File: src/rtl/dcg_pkg.sv
package dcg_pkg;

  localparam int CFG_W   = 32;
  localparam int NUM_DLY = 4;

  // delay slot indices
  localparam int DLY_RFC     = 0;
  localparam int DLY_SRX_ANY = 1;
  localparam int DLY_SRX_RD  = 2;
  localparam int DLY_PDX     = 3;

  typedef enum logic [1:0] {
    KIND_READ  = 2'd0,
    KIND_ACT   = 2'd1,
    KIND_REF   = 2'd2,
    KIND_OTHER = 2'd3
  } cmd_kind_e;

  typedef enum logic [1:0] {
    MEM_SDR   = 2'd0,
    MEM_DDR   = 2'd1,
    MEM_LPDDR = 2'd2,
    MEM_RSVD  = 2'd3
  } mem_kind_e;

  function automatic int dly_lsb(input int i);
    case (i)
      DLY_RFC:     return 0;
      DLY_SRX_ANY: return 8;
      DLY_SRX_RD:  return 16;
      default:     return 24;
    endcase
  endfunction

  function automatic int dly_w(input int i);
    case (i)
      DLY_RFC:     return 5;
      DLY_SRX_ANY: return 4;
      DLY_SRX_RD:  return 8;
      default:     return 4;
    endcase
  endfunction

  function automatic int dly_rst(input int i);
    case (i)
      DLY_RFC:     return 8;
      DLY_SRX_ANY: return 8;
      DLY_SRX_RD:  return 200;
      default:     return 3;
    endcase
  endfunction

  function automatic logic [CFG_W-1:0] used_mask();
    logic [CFG_W-1:0] m;
    m = '0;
    for (int i = 0; i < NUM_DLY; i++) begin
      for (int b = 0; b < dly_w(i); b++) begin
        m[dly_lsb(i) + b] = 1'b1;
      end
    end
    return m;
  endfunction

  function automatic logic [CFG_W-1:0] rst_word();
    logic [CFG_W-1:0] w;
    logic [CFG_W-1:0] f;
    w = '0;
    for (int i = 0; i < NUM_DLY; i++) begin
      f = CFG_W'(dly_rst(i));
      w = w | (f << dly_lsb(i));
    end
    return w;
  endfunction

  // which delay slots guard a given command kind on a given memory type
  function automatic logic [NUM_DLY-1:0] applies(input cmd_kind_e k, input mem_kind_e m);
    logic [NUM_DLY-1:0] a;
    a = '0;
    a[DLY_RFC]     = (k == KIND_ACT) || (k == KIND_REF);
    a[DLY_SRX_ANY] = (k != KIND_READ) || (m != MEM_DDR);
    a[DLY_SRX_RD]  = (k == KIND_READ) && (m == MEM_DDR);
    a[DLY_PDX]     = (m == MEM_LPDDR);
    return a;
  endfunction

endpackage

File: src/rtl/dcg_cfg_reg.sv
module dcg_cfg_reg
  import dcg_pkg::*;
#(
  parameter int               WORD_W = CFG_W,
  parameter logic [WORD_W-1:0] MASK  = used_mask(),
  parameter logic [WORD_W-1:0] INIT  = rst_word()
) (
  input  logic              clk,
  input  logic              rst_n,
  input  logic              we,
  input  logic [WORD_W-1:0] wdata,
  output logic [WORD_W-1:0] q
);

  logic [WORD_W-1:0] word_q;

  always_ff @(posedge clk) begin
    if (!rst_n) begin
      word_q <= INIT & MASK;
    end else if (we) begin
      word_q <= wdata & MASK;
    end
  end

  assign q = word_q;

endmodule

File: src/rtl/dcg_delay_cnt.sv
module dcg_delay_cnt #(
  parameter int W = 4
) (
  input  logic         clk,
  input  logic         rst_n,
  input  logic         load,
  input  logic [W-1:0] load_val,
  output logic         busy
);

  logic [W-1:0] cnt_q;

  always_ff @(posedge clk) begin
    if (!rst_n) begin
      cnt_q <= '0;
    end else if (load) begin
      cnt_q <= load_val;
    end else if (cnt_q != '0) begin
      cnt_q <= cnt_q - 1'b1;
    end
  end

  assign busy = (cnt_q != '0);

endmodule

File: src/rtl/dcg_grant.sv
module dcg_grant
  import dcg_pkg::*;
#(
  parameter int N = NUM_DLY
) (
  input  logic [N-1:0] busy,
  input  logic [1:0]   mem_sel,
  input  logic [1:0]   req_kind,
  input  logic         req_valid,
  output logic         req_ready,
  output logic         cmd_stall
);

  logic [N-1:0] need;

  always_comb begin
    need      = applies(cmd_kind_e'(req_kind), mem_kind_e'(mem_sel));
    req_ready = ~|(need & busy);
    cmd_stall = req_valid & ~req_ready;
  end

endmodule

File: src/rtl/dram_cmd_guard.sv
module dram_cmd_guard
  import dcg_pkg::*;
(
  input  logic             clk,
  input  logic             rst_n,
  input  logic             cfg_we,
  input  logic [CFG_W-1:0] cfg_wdata,
  output logic [CFG_W-1:0] cfg_rdata,
  input  logic             ev_refresh,
  input  logic             ev_sr_exit,
  input  logic             ev_pd_exit,
  input  logic [1:0]       mem_sel,
  input  logic             req_valid,
  input  logic [1:0]       req_kind,
  output logic             req_ready,
  output logic             cmd_stall
);

  logic [CFG_W-1:0]   cfg_q;
  logic [NUM_DLY-1:0] ev_vec;
  logic [NUM_DLY-1:0] busy;

  dcg_cfg_reg u_cfg (
    .clk   (clk),
    .rst_n (rst_n),
    .we    (cfg_we),
    .wdata (cfg_wdata),
    .q     (cfg_q)
  );

  always_comb begin
    ev_vec              = '0;
    ev_vec[DLY_RFC]     = ev_refresh;
    ev_vec[DLY_SRX_ANY] = ev_sr_exit;
    ev_vec[DLY_SRX_RD]  = ev_sr_exit;
    ev_vec[DLY_PDX]     = ev_pd_exit;
  end

  for (genvar g = 0; g < NUM_DLY; g++) begin : g_dly
    localparam int W   = dly_w(g);
    localparam int LSB = dly_lsb(g);
    dcg_delay_cnt #(.W(W)) u_cnt (
      .clk      (clk),
      .rst_n    (rst_n),
      .load     (ev_vec[g]),
      .load_val (cfg_q[LSB +: W]),
      .busy     (busy[g])
    );
  end

  dcg_grant #(.N(NUM_DLY)) u_grant (
    .busy      (busy),
    .mem_sel   (mem_sel),
    .req_kind  (req_kind),
    .req_valid (req_valid),
    .req_ready (req_ready),
    .cmd_stall (cmd_stall)
  );

  assign cfg_rdata = cfg_q;

endmodule

File: config.mk
export PLATFORM = sky130hd
export DESIGN_NAME = dram_cmd_guard
export DESIGN_NICKNAME = d
export VERILOG_FILES = /design/src/rtl/dcg_pkg.sv /design/src/rtl/dcg_cfg_reg.sv /design/src/rtl/dcg_delay_cnt.sv /design/src/rtl/dcg_grant.sv /design/src/rtl/dram_cmd_guard.sv
export SDC_FILE = /design/constraint.sdc
export NUM_CORES = 1
export LEC_CHECK = 0
export ABC_AREA = 1
export BUFFER_PORTS_ARGS = -buffer_cell sky130_fd_sc_hd__buf_2
export CORE_MARGIN = 4
export CORE_UTILIZATION = 53
export DETAILED_ROUTE_END_ITERATION = 10
export GPL_ROUTABILITY_DRIVEN = 0
export PLACE_DENSITY = 0.86
export SLEW_MARGIN = 20
export SYNTH_ARGS = -nofsm -noshare
export SYNTH_HDL_FRONTEND = slang
export SYNTH_SLANG_ARGS = --single-unit
File: constraint.sdc
create_clock -name clk -period 2.9 [get_ports clk]
set_clock_uncertainty 0.05 [all_clocks]
set_input_delay 0.29 -clock clk [delete_from_list [all_inputs] [get_ports clk]]
set_output_delay 0.29 -clock clk [all_outputs]
set_load 0.005 [all_outputs]
==> reports/metrics.csv, run 1 <==
stage;metric;value;unit
run_status;status;completed;
setup_path;cp.arrival;1.55;ns
setup_path;start_kind;flop;
final_layout;stdcell_area;2420;µm²
clock_network;cts_inserted_buffers;5;
final_layout;final_common_cell;buf_2;
setup_path;endpoint_kind;output pin;
yosys;synth-seq-cells;42;
clock_network;cts_tree;yes;
timing;clock.fmax;529;MHz
yosys;syn_area;2100;µm²
final_layout;fin_nets;389;
clock_network;cts-root-buf;clkbuf_8;
floorplan;chipHeight;70.9;µm
routing;dr.pass1.iters;4;
setup_path;critPathTopFamily;simple AND/OR/NAND/NOR gates;
timing;drv_slew;0;
setup_path;r2r-start;g_dly[0].u_cnt.cnt_q[0];
setup_path;crit_end;cmd_stall;
place;dpl_cell_area;2330;µm²
timing;fin_crit_sh;0.652;
yosys;synth_cell_types;28;
yosys;syn_avg_cell_area;7.29;µm²
final_layout;n_antenna_cell;0;
place;dp_slack;1.32;ns
timing;rsz0062_at_grt;false;
clock_network;clk_path_buf_depth;2;
floorplan;dieWidth;70.9;µm
setup_path;crit_required;2.56;ns
routing;drt_iter0_drc;102;
final_layout;drive_above_1_share;0.212;
timing;final.min_clock_period;1.89;ns
yosys;ys_seq_area_frac;0.401;
floorplan;die_area;5030;µm²
setup_path;cp_cell_sequence;inv_1, ha_1, nand3_2, nor2_8, nor2_2, nor2_2, nor2_1, buf_2;
floorplan;io_pins;77;
clock_network;cts_resized;0;
place;hpwl;3390;µm
setup_path;path_common_cell;nor2_2;
routing;drt-total-wl;4500;µm
global_routing;grt_use_total;0.182;
final_layout;most-common-layout-cells;54 x buf_2, 47 x nand2_1, 42 x dfxtp_1;
clock_network;clk_pin_slew;0.07;ns
clock_network;htree_levels;2;
floorplan;initial_utilization;0.560;
yosys;ys_warn_count;0;
timing;setup_viol;0;
place;portBuffers;54;
setup_path;cp_num_buf_inv;2;
floorplan;rows;22;
yosys;synthCells;288;
routing;vias;1930;
setup_path;crit_start;g_dly[2].u_cnt.cnt_q[0];
global_routing;antenna_found_initial;0;
routing;wl_per_cell;11.6;µm
setup_path;r2r_cells;7;
timing;tns;0;ns
setup_path;critPathMaxFanout;5;
setup_path;crit_type;flop to output pin;
setup_path;rrSetupSlack;1.52;ns
power;power.density;581;nW/µm²
timing;report.final.hold_viol_count;0;
global_routing;grt_pass1_vias;1722;
final_layout;areaGrowthSynthToFinish;15.6;%
clock_network;cts_hold_buf;0;
timing;worst_slack;1.01;ns
power;max-vdd-ir-drop;0.403;mV
setup_path;r2r_end;g_dly[0].u_cnt.cnt_q[0];
routing;remaining_drc_errors;0;
routing;antenna_left;0;
global_routing;grt_max_degree;28;
power;p_leak;1.20;nW
setup_path;max_stage_delay;0.33;ns
clock_network;clk_latency;0.29;ns
global_routing;grt_pass1_wl;7540;µm
routing;vias_per_cell;4.99;
run;cap_violations;0;
timing;slew_headroom;0.569;
clock_network;clock_sinks;42;
setup_path;slowest_stage;dfxtp_1;
floorplan;fp.coreArea;3740;µm²
clock_network;post-cts-setup-buffer-count;0;
worst_hold_path;hold_path.class;primary input to flop;
global_routing;overflow;0;
setup_path;crit_cells;8;
timing;worstMarginPinSlew;0.646;ns
metrics by stage:
step	hold WS (ns)	std cells	util	power, mW
after floorplan	0.366	298	-	0.954
after global placement	0.402	379	0.623	1.03
after detailed placement	0.410	379	0.623	1.04
after CTS	0.156	387	0.648	1.42
after global routing	0.161	387	0.648	1.50
final	0.161	387	0.648	1.41
cells in the mapped netlist (all sizes together):
| cell | n | share of area |
|---|---|---|
| buf | 16 | 0.054 |
| ha | 8 | 0.048 |
| dfxtp | 42 | 0.40 |
| nor2 | 47 | 0.10 |
| nor3 | 2 | 0.0048 |
| o211ai | 4 | 0.014 |
| nand3 | 21 | 0.052 |
| clkbuf | 5 | 0.0089 |
| nand2 | 48 | 0.087 |
| conb | 1 | 0.0018 |
| a211oi | 2 | 0.0072 |
| a21oi | 23 | 0.055 |
| inv | 31 | 0.057 |
| xnor2 | 2 | 0.0083 |
| nand4 | 5 | 0.018 |
| xor2 | 5 | 0.021 |
| o21ai | 26 | 0.062 |
layout make-up:
class                           count  area, µm²
Fill cell                         348       1320
Multi-Input combinational cell    204       1040
Sequential cell                    42        841
Timing Repair Buffer               54        270
Inverter                           31        119
Clock buffer                        7       86.3
Tap cell                           48       60.1
Clock inverter                      1       5.00
tightest hold or removal path: stages:
cell     delay [ns]
buf_2          0.07
nand2_1        0.04
nand3_1        0.06
cells by family after synthesis:
group / Yosys count / share of synthesized area
and+or+nand+nor: 123 / 0.262
AOI/OAI and AO/OA: 55 / 0.138
buffers and inverters: 52 / 0.120
DFF: 42 / 0.401
adders and majority gates: 8 / 0.0477
xor gates and xnor gates: 7 / 0.0292
other: 1 / 0.00179
per-layer routing:
layer	wire (µm)	vias up	GRT usage
met5	0	-	0
met4	20	0	0.0689
met3	303	2	0.0398
met2	2110	61	0.285
met1	2070	861	0.244
li1	-	1006	-
where the power goes:
| group | leakage, nW | switching, mW | internal, mW |
|---|---|---|---|
| combinational | 0.805 | 0.210 | 0.145 |
| clock | 0.0482 | 0.184 | 0.192 |
| sequential | 0.349 | 0.0418 | 0.635 |
| total | 1.20 | 0.436 | 0.972 |
registers in the layout (all words and copies together) (netlist names):
register / cells
g_dly.u_cnt.cnt_q: 21
u_cfg.q: 21
worst min-delay path by stage:
stage                              end                     from  depth (start not counted)
6_report                   u_cfg.q[22]            cfg_wdata[22]                          3
5_1_grt                     u_cfg.q[3]             cfg_wdata[3]                          3
4_1_cts                    u_cfg.q[22]            cfg_wdata[22]                          3
3_5_place_dp   g_dly[0].u_cnt.cnt_q[1]  g_dly[0].u_cnt.cnt_q[1]                          2
3_3_place_gp   g_dly[0].u_cnt.cnt_q[1]  g_dly[0].u_cnt.cnt_q[1]                          2
2_1_floorplan              u_cfg.q[19]            cfg_wdata[19]                          2
No activity file was read; power rests on OpenSTA's default activity.
==> run 2: changes to the inputs <==
--- a/config.mk
+++ b/config.mk
@@ -8,10 +8,10 @@
 export ABC_AREA = 1
 export BUFFER_PORTS_ARGS = -buffer_cell sky130_fd_sc_hd__buf_2
 export CORE_MARGIN = 4
-export CORE_UTILIZATION = 53
+export CORE_UTILIZATION = 49
 export DETAILED_ROUTE_END_ITERATION = 10
 export GPL_ROUTABILITY_DRIVEN = 0
-export PLACE_DENSITY = 0.86
+export PLACE_DENSITY = 0.8
 export SLEW_MARGIN = 20
 export SYNTH_ARGS = -nofsm -noshare
 export SYNTH_HDL_FRONTEND = slang
==> constraint.sdc (replaced) <==
create_clock -name clk -period 1.75 [get_ports clk]
set_clock_uncertainty 0.05 [all_clocks]
set_input_delay 0.175 -clock clk [delete_from_list [all_inputs] [get_ports clk]]
set_output_delay 0.175 -clock clk [all_outputs]
set_load 0.005 [all_outputs]
==> run 2 against run 1 <==
Against the previous run:
- largest cell class unchanged
- wire length increased by 4.5%
- worst hold slack got worse by 0.13 ns
- power increased by 78%
- clock-buffer cell count unchanged
- setup slack got worse by 0.93 ns
- combinational power increased by 78%
- via count decreased by 0.57%
- sequential share of layout area decreased by 0.87 points
- clock power increased by 98%
==> reports/metrics.csv, run 2 (synthesis gave the netlist of run 1 again) <==
stage;metric;value;unit
final_layout;most-common-layout-cells;54 x buf_2, 47 x nand2_1, 41 x nor2_1;
final_layout;areaGrowthSynthToFinish;18.9;%
power;swShare;0.300;
setup_path;critPathMaxFanout;3;
setup_path;slowest_stage;dfxtp_1;
setup_path;crit_required;1.52;ns
clock_network;cts_inserted_buffers;5;
routing;wl_per_cell;12.0;µm
power;power.density;1000;nW/µm²
setup_path;cp.arrival;1.45;ns
power;power_frac_comb;0.253;
global_routing;antenna_found_initial;0;
clock_network;cts_tree;yes;
floorplan;dieWidth;73.4;µm
run_status;status;completed;
routing;vias;1919;
setup_path;cp_cell_sequence;inv_2, ha_4, nand4_1, nand2_1, nand3_1, nor2_2, nor2_1, buf_2;
routing;drt-total-wl;4700;µm
clock_network;cts-root-buf;clkbuf_8;
setup_path;crit_type;flop to output pin;
timing;fin_crit_sh;0.955;
power;finalPower;2.50;mW
global_routing;globalRouteMet2Util;0.304;
power;internal_power;1.75;mW
setup_path;r2r_cells;9;
clock_network;htree_levels;2;
timing;report.final.hold_viol_count;0;
power;max-vdd-ir-drop;0.747;mV
floorplan;io_pins;77;
power;p_seq_frac;0.450;
power;power_frac_clock;0.298;
power;p_sw;0.751;mW
global_routing;grt_pass1_vias;1838;
clock_network;clock_sinks;42;
timing;worstMarginPinSlew;0.636;ns
floorplan;chipHeight;73.4;µm
routing;drt_iter0_drc;116;
final_layout;final_common_cell;buf_2;
global_routing;overflow;0;
clock_network;clk_path_buf_depth;2;
final_layout;drive_above_1_share;0.245;
setup_path;max_stage_delay;0.33;ns
setup_path;endpoint_kind;output pin;
routing;remaining_drc_errors;0;
power;p_leak;1.23;nW
floorplan;fp.coreArea;4060;µm²
place;hpwl;3370;µm
routing;vias_per_cell;4.88;
global_routing;grt_util_met1;0.250;
global_routing;met3_usage;0.0534;
global_routing;grt_pass1_wl;8150;µm
floorplan;rows;23;
floorplan;die_area;5390;µm²
run;cap_violations;0;
global_routing;grt.busiest_layer;met2;
global_routing;grt_use_total;0.192;
worst_hold_path;hold_path.class;primary input to flop;
global_routing;grt_max_degree;27;
routing;dr.pass1.iters;4;
timing;drv_slew;0;
clock_network;clk_pin_slew;0.08;ns
timing;clock.fmax;598;MHz
routing;antenna_left;0;
clock_network;clk_latency;0.30;ns
timing;slew_headroom;0.575;
floorplan;initial_utilization;0.517;
timing;setup_viol;0;
place;portBuffers;54;
timing;tns;0;ns
setup_path;start_kind;flop;
timing;final.min_clock_period;1.67;ns
final_layout;n_antenna_cell;0;
final_layout;fin_nets;393;
worst_hold_path;holdPathStages;3;
-- run 2: area by class of cell --
type	count	area [µm²]
Clock buffer	7	76.3
Timing Repair Buffer	58	300
Inverter	31	119
Sequential cell	42	843
Fill cell	376	1560
Clock inverter	1	30.0
Multi-Input combinational cell	204	1060
Tap cell	50	62.6
-- run 2: worst max-delay path: cells and delay by family, from the launching register on --
family	cells	cell delay [ns]
simple gates	5	0.47
flops	1	0.33
buf+inv	2	0.20
fa+ha+maj	1	0.15
-- run 2: layer usage --
layer  routed length (µm)  share of wire
met1                 2190           0.47
met2                 2100           0.45
met3                  339          0.072
met4                   66          0.014
met5                    0              0
-- run 2: power by group through the flow --
stage,Sequential [mW],Clock [mW],Combinational [mW]
2_1_floorplan,1.13,0,0.450
3_3_place_gp,1.14,0,0.570
3_5_place_dp,1.14,0,0.589
4_1_cts,1.12,0.757,0.608
5_1_grt,1.14,0.798,0.728
6_report,1.13,0.744,0.632
-- run 2: path summary, 6_finish.rpt --
check / from / end / slack [ns]
setup / recovery: g_dly[0].u_cnt.cnt_q[0] / cmd_stall / 0.08
hold / removal: cfg_wdata[19] / u_cfg.q[19] / 0.04
setup reg to reg: g_dly[0].u_cnt.cnt_q[0] / g_dly[0].u_cnt.cnt_q[0] / 0.22
hold reg to reg: u_cfg.q[20] / g_dly[2].u_cnt.cnt_q[4] / 0.42
-- run 2: metrics by stage --
stage / hold WS, ns / setup slack, ns / area [µm²] / instances / utilization
after floorplan: 0.251 / 0.464 / 2140 / 298 / -
after global placement: 0.337 / 0.332 / 2340 / 382 / 0.578
after detailed placement: 0.345 / 0.291 / 2340 / 382 / 0.578
after CTS: 0.0327 / 0.0103 / 2460 / 391 / 0.606
after global routing: 0.0340 / -0.00725 / 2490 / 393 / 0.615
final: 0.0354 / 0.0789 / 2490 / 393 / 0.615
-- run 2: timing repair --
item / 4_1_cts / 5_1_grt
buffers inserted: 1 / 2
endpoints found under the setup margin: 2 / 2
pin swaps: 2 / 3
hold buffers: 0 / 0
resized for setup: 1 / 9
==> run 3: changes to the inputs <==
--- a/config.mk
+++ b/config.mk
@@ -5,7 +5,6 @@
 export SDC_FILE = /design/constraint.sdc
 export NUM_CORES = 1
 export LEC_CHECK = 0
-export ABC_AREA = 1
 export BUFFER_PORTS_ARGS = -buffer_cell sky130_fd_sc_hd__buf_2
 export CORE_MARGIN = 4
 export CORE_UTILIZATION = 49
==> run 3 against run 2 <==
Against the previous run:
- the flow now finishes with violations (negative setup slack)
- area after synthesis grew 1.8%
- clock-buffer cell count is the same
- worst hold slack improved by 0.023 ns
- sequential share of layout area is 2.2 points lower
- critical path depth is 3 lower
- highest routed layer unchanged
==> reports/metrics.csv, run 3 <==
stage;metric;value;unit
run_status;status;finished with violations;
run_status;violations;negative setup slack;
setup_path;crit_type;flop to output pin;
run;cap_violations;0;
final_layout;drive_above_1_share;0.314;
timing;drv_slew;0;
floorplan;dieWidth;74.0;µm
yosys;ys_top_cells_by_count;42 x dfxtp_1, 26 x nand2_1, 24 x mux2i_1;
global_routing;antenna_found_initial;0;
final_layout;most-common-layout-cells;54 x buf_2, 39 x dfxtp_1, 26 x nand2_1;
yosys;synth_cell_types;36;
global_routing;grt_pass1_wl;7220;µm
yosys;syn_avg_cell_area;8.97;µm²
yosys;synth_edf_count;0;
routing;route.met3.wl;295;µm
yosys;synth_top_family_by_area;simple AND/OR/NAND/NOR gates;
yosys;ys_warn_count;0;
timing;worst_slack;-0.349;ns
setup_path;start_kind;flop;
clock_network;clk_pin_slew;0.07;ns
routing;wl_met1;1890;µm
routing;antenna_left;0;
power;power.density;941;nW/µm²
yosys;yosysMostFrequentCell;dfxtp_1;
final_layout;fin_nets;350;
final_layout;multi_input_area;1230;µm²
setup_path;slowest_stage;or4_4;
setup_path;crit_required;1.52;ns
routing;vias_per_cell;4.92;
setup_path;endpoint_kind;output pin;
clock_network;cts_tree;yes;
routing;remaining_drc_errors;0;
place;dp_slack;-0.127;ns
final_layout;ff_latch_area;845;µm²
power;max-vdd-ir-drop;0.559;mV
clock_network;clock_sinks;42;
routing;wl_met2;2160;µm
global_routing;overflow;0;
yosys;synth_mux_area_frac;0.134;
final_layout;areaGrowthSynthToFinish;25.0;%
floorplan;rows;23;
yosys;yosys.area.top_type;dfxtp_1;
routing;drt_iter0_drc;58;
floorplan;io_pins;77;
timing;setup_viol;9;
power;p_leak;1.27;nW
setup_path;critPathMaxFanout;2;
worst_hold_path;holdPathStages;3;
place;portBuffers;54;
clock_network;clk_latency;0.28;ns
yosys;synthCells;238;
yosys;synth_ff_type;dfxtp_1;
yosys;yosysTopAreaCellShare;0.394;
routing;vias;1718;
routing;highest_layer;met4;
floorplan;initial_utilization;0.519;
yosys;syn_area;2140;µm²
setup_path;cp.arrival;1.87;ns
setup_path;cp_cell_sequence;or4_4, nor4b_4, mux2_4, and3_1, buf_2;
global_routing;grt_use_total;0.168;
yosys;synthAdderAreaFrac;0.0469;
routing;dr.pass1.iters;4;
clock_network;cts-root-buf;clkbuf_8;
routing;wl_per_cell;12.5;µm
final_layout;final_common_cell;buf_2;
yosys;synth-seq-cells;42;
timing;report.final.hold_viol_count;0;
timing;final.min_clock_period;2.10;ns
global_routing;grt_max_degree;27;
yosys;synth-xor-area-share;0.0492;
clock_network;htree_levels;2;
routing;drt-total-wl;4370;µm
timing;rsz0062_at_grt;true;
global_routing;grt_pass1_vias;1667;
final_layout;utilization;0.649;
setup_path;r2r_cells;6;
floorplan;chipHeight;74.0;µm
yosys;ys_seq_area_frac;0.394;
yosys;yosys-top-cells-area;dfxtp_1 39%, mux2i_1 11%, ha_1 4.7%, nor2b_1 4.7%, nand2_1 4.6%;
floorplan;fp.coreArea;4120;µm²
place;hpwl;3200;µm
yosys;postSynth.asyncResetShare;0;
final_layout;fillers;363;
setup_path;max_stage_delay;0.56;ns
timing;clock.fmax;476;MHz
clock_network;clk_path_buf_depth;2;
timing;fin_crit_sh;1.20;
yosys;synth_compound_area_frac;0.0838;
yosys;synth-simple-area-share;0.205;
worst_hold_path;hold_path.class;primary input to flop;
floorplan;die_area;5480;µm²
final_layout;n_antenna_cell;0;
clock_network;cts_inserted_buffers;5;
run 3: cell types whose count changed after synthesis, moves of 14 or more:
cell	before	now
nor2b_1	0	16
inv_1	29	15
a21oi_1	23	5
mux2i_1	0	24
nor2_1	41	10
nand3_1	20	3
o21ai_0	25	9
nand2_1	47	26
run 3: layout make-up:
cell class / count / area share
Tap cell: 50 / 0.0234
Timing Repair Buffer: 67 / 0.148
Multi-Input combinational cell: 168 / 0.462
Sequential cell: 42 / 0.316
Inverter: 15 / 0.0211
Clock buffer: 7 / 0.0286
run 3: layer usage:
| layer | track usage | vias up |
|---|---|---|
| li1 | - | 886 |
| met3 | 0.0432 | 2 |
| met1 | 0.199 | 783 |
| met2 | 0.301 | 47 |
| met5 | 0 | - |
| met4 | 0.0423 | 0 |
run 3: what timing repair did:
item	4_1_cts	5_1_grt
setup endpoints to repair	8	12
setup buffers	2	3
resized for setup	7	16
hold buffers	0	0
pin swaps	5	4
run 3: worst paths after layout:
check                                              from                 endpoint  slack (ns)
worst max register to register  g_dly[2].u_cnt.cnt_q[5]  g_dly[2].u_cnt.cnt_q[1]       -0.20
worst min-delay path                       cfg_wdata[3]               u_cfg.q[3]        0.06
worst min register to register               u_cfg.q[1]  g_dly[0].u_cnt.cnt_q[1]        0.42
worst max-delay path            g_dly[2].u_cnt.cnt_q[5]                req_ready       -0.35
run 3: kinds of logic after synthesis:
family                     count (synthesis)
adders and majority gates                  8
muxes                                     28
and+or+nand+nor                           81
other                                      1
buffers and inverters                     38
DFF                                       42
AOI/OAI and AO/OA                         28
xor gates and xnor gates                  12
run 3: stage by stage:
| step | setup TNS [ns] | instance area [µm²] | power (mW) | hold WS (ns) | cells |
|---|---|---|---|---|---|
| after floorplan | -0.105 | 2190 | 1.64 | 0.254 | 248 |
| after global routing | -2.16 | 2670 | 2.67 | 0.0647 | 349 |
| after global placement | -0.149 | 2470 | 1.80 | 0.337 | 338 |
| final | -1.56 | 2670 | 2.51 | 0.0587 | 349 |
| after detailed placement | -0.287 | 2470 | 1.83 | 0.346 | 338 |
| after CTS | -1.15 | 2590 | 2.46 | 0.0493 | 347 |
run 3: power by group:
group          total [mW]  switching, mW  internal (mW)  leakage, nW
Combinational       0.823          0.363          0.460        0.884
Clock               0.566          0.292          0.275       0.0383
Sequential           1.12         0.0729           1.05        0.348
Total                2.51          0.727           1.78         1.27
run 3: critical path, delay by kind of cell (launching register included):
family                 cells  cell delay (ns)
and+or+nand+nor            3             0.97
DFF                        1             0.32
muxes                      1             0.20
buffers and inverters      1             0.11
